File: config.mk
export PLATFORM = sky130hd
export DESIGN_NAME = subr_stack
export DESIGN_NICKNAME = d
export VERILOG_FILES = /design/src/rtl/subr_stack_pkg.sv /design/src/rtl/subr_decode.sv /design/src/rtl/subr_stack_ram.sv /design/src/rtl/subr_stack.sv
export SDC_FILE = /design/constraint.sdc
export NUM_CORES = 1
export LEC_CHECK = 0
export ABC_AREA = 1
export BUFFER_PORTS_ARGS = -buffer_cell sky130_fd_sc_hd__buf_2
export CAP_MARGIN = 20
export CORE_ASPECT_RATIO = 1.4
export CORE_MARGIN = 4
export CORE_UTILIZATION = 30
export DETAILED_ROUTE_END_ITERATION = 16
export PLACE_DENSITY = 0.54
export SYNTH_ARGS = -nofsm -noshare
export SYNTH_HDL_FRONTEND = slang
export SYNTH_SLANG_ARGS = --single-unit
File: constraint.sdc
create_clock -name clk -period 4.1 [get_ports clk]
set_input_delay 0.82 -clock clk [delete_from_list [all_inputs] [get_ports clk]]
set_output_delay 0.82 -clock clk [all_outputs]
set_load 0.02 [all_outputs]
File: src/rtl/subr_stack_pkg.sv
package subr_stack_pkg;
  typedef enum logic [2:0] {
    K_NONE, K_JMP, K_CALL, K_RET, K_RETR, K_BANK0, K_BANK1
  } op_kind_e;

  localparam logic [4:0] LOW_JMP  = 5'b00100;
  localparam logic [4:0] LOW_CALL = 5'b10100;
  localparam logic [7:0] OPC_RET   = 8'h83;
  localparam logic [7:0] OPC_RETR  = 8'h93;
  localparam logic [7:0] OPC_BANK0 = 8'hE5;
  localparam logic [7:0] OPC_BANK1 = 8'hF5;
endpackage

File: src/rtl/subr_decode.sv
module subr_decode
  import subr_stack_pkg::*;
(
  input  logic       valid,
  input  logic [7:0] opcode,
  output op_kind_e   kind
);
  always_comb begin
    kind = K_NONE;
    if (valid) begin
      if (opcode[4:0] == LOW_JMP)       kind = K_JMP;
      else if (opcode[4:0] == LOW_CALL) kind = K_CALL;
      else if (opcode == OPC_RET)       kind = K_RET;
      else if (opcode == OPC_RETR)      kind = K_RETR;
      else if (opcode == OPC_BANK0)     kind = K_BANK0;
      else if (opcode == OPC_BANK1)     kind = K_BANK1;
    end
  end
endmodule

File: src/rtl/subr_stack_ram.sv
module subr_stack_ram #(
  parameter int WORD_W = 16,
  parameter int ADDR_W = 3
) (
  input  logic              clk,
  input  logic              we,
  input  logic [ADDR_W-1:0] waddr,
  input  logic [WORD_W-1:0] wdata,
  input  logic [ADDR_W-1:0] raddr,
  output logic [WORD_W-1:0] rdata
);
  localparam int DEPTH = 1 << ADDR_W;

  logic [WORD_W-1:0] mem [DEPTH];

  always_ff @(posedge clk) begin
    if (we) mem[waddr] <= wdata;
  end

  assign rdata = mem[raddr];
endmodule

File: src/rtl/subr_stack.sv
module subr_stack
  import subr_stack_pkg::*;
#(
  parameter int PC_W  = 12,
  parameter int SP_W  = 3,
  parameter int NIB_W = 4
) (
  input  logic            clk,
  input  logic            rst,
  input  logic            op_valid,
  input  logic [7:0]      op_code,
  input  logic [7:0]      op_arg,
  input  logic [PC_W-1:0] ret_pc,
  input  logic [7:0]      psw_in,
  output logic [7:0]      psw_out,
  output logic [PC_W-1:0] pc_out,
  output logic            pc_load,
  output logic            irq_rearm
);
  localparam int WORD_W = PC_W + NIB_W;
  localparam int PAGE_W = PC_W - 1;

  op_kind_e          kind;
  logic [SP_W-1:0]   sp_q;
  logic [SP_W-1:0]   sp_dec;
  logic              bank_q;
  logic [NIB_W-1:0]  nib_q;
  logic [PC_W-1:0]   pc_q;
  logic              load_q;
  logic              rearm_q;
  logic [WORD_W-1:0] rd_word;
  logic [PC_W-1:0]   target;

  subr_decode u_dec (
    .valid  (op_valid),
    .opcode (op_code),
    .kind   (kind)
  );

  assign sp_dec = sp_q - 1'b1;
  assign target = {bank_q, op_code[7:5], op_arg};

  subr_stack_ram #(.WORD_W(WORD_W), .ADDR_W(SP_W)) u_ram (
    .clk   (clk),
    .we    (kind == K_CALL),
    .waddr (sp_q),
    .wdata ({psw_in[7:8-NIB_W], ret_pc}),
    .raddr (sp_dec),
    .rdata (rd_word)
  );

  always_ff @(posedge clk) begin
    if (rst) begin
      sp_q    <= '0;
      bank_q  <= 1'b0;
      nib_q   <= '0;
      pc_q    <= '0;
      load_q  <= 1'b0;
      rearm_q <= 1'b0;
    end else begin
      load_q  <= 1'b0;
      rearm_q <= 1'b0;
      nib_q   <= psw_in[7:8-NIB_W];
      unique case (kind)
        K_JMP: begin
          pc_q   <= target;
          load_q <= 1'b1;
        end
        K_CALL: begin
          pc_q   <= target;
          sp_q   <= sp_q + 1'b1;
          load_q <= 1'b1;
        end
        K_RET: begin
          pc_q   <= rd_word[PC_W-1:0];
          sp_q   <= sp_dec;
          load_q <= 1'b1;
        end
        K_RETR: begin
          pc_q    <= rd_word[PC_W-1:0];
          sp_q    <= sp_dec;
          nib_q   <= rd_word[WORD_W-1:PC_W];
          load_q  <= 1'b1;
          rearm_q <= 1'b1;
        end
        K_BANK0: bank_q <= 1'b0;
        K_BANK1: bank_q <= 1'b1;
        default: ;
      endcase
    end
  end

  assign psw_out   = {nib_q, 1'b1, sp_q};
  assign pc_out    = pc_q;
  assign pc_load   = load_q;
  assign irq_rearm = rearm_q;

  if (PAGE_W != 11) begin : g_bad_width
    initial $error("subr_stack: PC_W must be 12");
  end
endmodule

==> flow_summary_export.csv <==
group,metric,value,unit
critical_path,crit_path_cell_trace,"inv_1 -> ha_1 -> inv_1 -> buf_4 -> o21ai_0 -> o221ai_1 -> nand2_1 -> nor2_1 -> nor2_1 -> nor2_1",
cells_and_area,layout.area.seq,4290,um2
clocking,root_buffer,"clkbuf_16",
yosys,yosysWarnings,0,
yosys,syn_inst,543,
critical_path,worst_path_most_repeated_cell,"nor2_1",
sta,hold_viol,0,
floorplanning,chipWidth,130,um
sta,final-setup-viol-count,0,
place,port_buffers,55,
drt,firstDrtPassIters,5,
flow_run,max-cap-violations,0,
yosys,ys_ff_latch,150,
clocking,cts_made_buffers,17,
cells_and_area,nFillCells,1999,
critical_path,ff2ff_setup_slack,1340,ps
power,power_leakage,2.80,nW
critical_path,end_kind,"register",
place,dp_hpwl,9300,um
sta,clock.fmax,362,MHz
sta,fin_crit_sh,67.3,%
floorplanning,die_y,179,um
critical_path,crit_required,4470,ps
yosys,syn_area,6240,um2
clocking,cts_buffer_depth,2,
critical_path,cp_slowest_cell,"dfxtp_1",
place,place_area,6850,um2
global_route,antenna_found_initial,1,
drt,via_count,4356,
clocking,cts_hold_buf,0,
cells_and_area,final_common_cell,"edfxtp_1",
floorplanning,start_util,30.5,%
sta,tightest_slew,734,ps
cells_and_area,final_cell_area,7430,um2
critical_path,worst_ep_arrival_time,3130,ps
power,peakVddDrop,0.233,mV
clocking,cts.sinks,150,
yosys,ys_seq_area_share,68.7,%
floorplanning,dieArea,23200,um2
sta,fin_skew,7.70,ps
cells_and_area,drive_gt1_share,22.1,%
sta,setup_tns,0,ps
global_route,grt_pass1_wl,23900,um
cells_and_area,multiInputGateArea,1770,um2
power,cellPowerDensity,481,nW/um2
place,gp_congestion,0.796,
floorplanning,coreArea,20500,um2
sta,drv_slew,0,
global_route,grt_overflow_total,0,
drt,antenna_left,0,
global_route,grt_max_degree,69,
sta,rsz0062_at_grt,"false",
run_status,status,"finished, final reports clean",
drt,viasPerCell,5.00,
critical_path,startpoint_type,"register",
sta,period_minus_slack,2760,ps
clocking,clk_pin_slew_worst_paths,70,ps
clocking,h-tree-depth,4,
drt,routed_wl,15200,um
clocking,cts_resized,0,
yosys,ys_types,28,
clocking,clk_latency,430,ps
drt,drc,0,
critical_path,crit_type,"register to register",
yosys,syn_nets,584,
global_route,grt_pass1_vias,4428,
cells_and_area,n_antenna_cell,0,
drt,drt_iter0_drc,276,
clocking,cts_tree,"built",
yosys,syn_avg_cell_area,11.5,um2
cells_and_area,area_growth,19.2,%
place,dp.cells,839,
floorplanning,boundaryPins,61,
cells_and_area,fin_cells,871,
sta,max_slew_margin,51.0,%
clocking,post_cts.repair.setup_buffers,0,
cells_and_area,layout_common_cells,"128 x edfxtp_1, 115 x nor2_1, 68 x o21ai_0",
cells_and_area,nets,643,
critical_path,crit_fanout,21,
floorplanning,rows,62,
global_route,track_usage,13.7,%
critical_path,max_stage_delay,550,ps
worst_hold_path,hold_path_class,"register to register",
drt,wl_per_cell,17.5,um
[cells by family after synthesis]
family	synth area share, %
AO/OA/AOI/OAI	11.3
XOR/XNOR	0.401
other	0.0601
flip-flops	68.7
buffers and inverters	3.55
AND/OR/NAND/NOR	15.6
adder cells (fa/ha/maj)	0.401
[stage by stage]
step	hold WS [ps]	setup WS, ps	power (mW)	util [%]
finish	515	1340	3.58	36.3
global route	545	1140	3.72	36.3
CTS	520	1350	3.61	36.3
detailed placement	510	1160	2.09	33.5
global placement	488	1260	2.08	33.5
floorplan	438	821	1.94	-
[critical path: cells and delay by family, from the launching register on]
kind,cells,cell delay (ps)
fa+ha+maj,1,330
simple gates,4,370
flops,1,550
compound gates,2,320
buf+inv,3,1110
[worst paths after layout]
check | to | startpoint | depth (start not counted)
worst min-delay path | bank_q | bank_q | 2
worst max register to register | pc_out[6] | sp_q[1] | 10
worst min register to register | bank_q | bank_q | 2
worst max-delay path | pc_out[6] | sp_q[1] | 10
[flip-flops by register name (all words and copies together) (netlist names)]
| signal | flops |
|---|---|
| pc_load | 1 |
| u_ram.mem | 128 |
| bank_q | 1 |
| sp_q | 3 |
| pc_out | 12 |
| irq_rearm | 1 |
| nib_q | 4 |
[layout make-up]
cell class	instances	area share (%)
Sequential cell	150	57.7
Timing Repair Buffer	72	5.42
Tap cell	256	4.31
Clock buffer	17	5.72
Clock inverter	15	2.10
Multi-Input combinational cell	342	23.8
Inverter	19	0.959
[cells in the mapped netlist]
| cell | number | area share [%] |
|---|---|---|
| nand3_2 | 4 | 0.64 |
| o31ai_1 | 1 | 0.12 |
| nor2_1 | 115 | 6.9 |
| clkbuf_1 | 17 | 1.0 |
| buf_2 | 9 | 0.72 |
| o21ai_2 | 2 | 0.28 |
| o221ai_1 | 32 | 4.5 |
| xnor2_2 | 1 | 0.26 |
| buf_6 | 1 | 0.18 |
| inv_2 | 8 | 0.48 |
| nand2_2 | 4 | 0.40 |
| a21oi_1 | 8 | 0.64 |
| nand3b_1 | 12 | 1.4 |
| o21ai_0 | 68 | 5.5 |
| nand3_1 | 19 | 1.5 |
| buf_4 | 3 | 0.36 |
| conb_1 | 1 | 0.060 |
| dfxtp_1 | 22 | 7.1 |
| nand2_1 | 60 | 3.6 |
| nor3_1 | 8 | 0.64 |
| buf_1 | 2 | 0.12 |
| o21ai_4 | 1 | 0.26 |
| edfxtp_1 | 128 | 62 |
| ha_1 | 2 | 0.40 |
| xor2_1 | 1 | 0.14 |
| inv_1 | 11 | 0.66 |
| nor2_2 | 1 | 0.10 |
| nand2_4 | 2 | 0.36 |
[where the power goes]
| part | internal, mW | switching (mW) | leakage [nW] |
|---|---|---|---|
| Combinational | 0.116 | 0.260 | 1.19 |
| Clock | 0.860 | 0.661 | 0.283 |
| Sequential | 1.67 | 0.0105 | 1.33 |
[layer usage]
layer	wire (um)	global-route usage (%)	part of all wire [%]
met4	474	6.15	3.1
met2	7710	23.7	51
met5	8	0	0.052
met3	875	3.30	5.7
met1	6170	15.9	41
(Power assumes the default switching activity.)
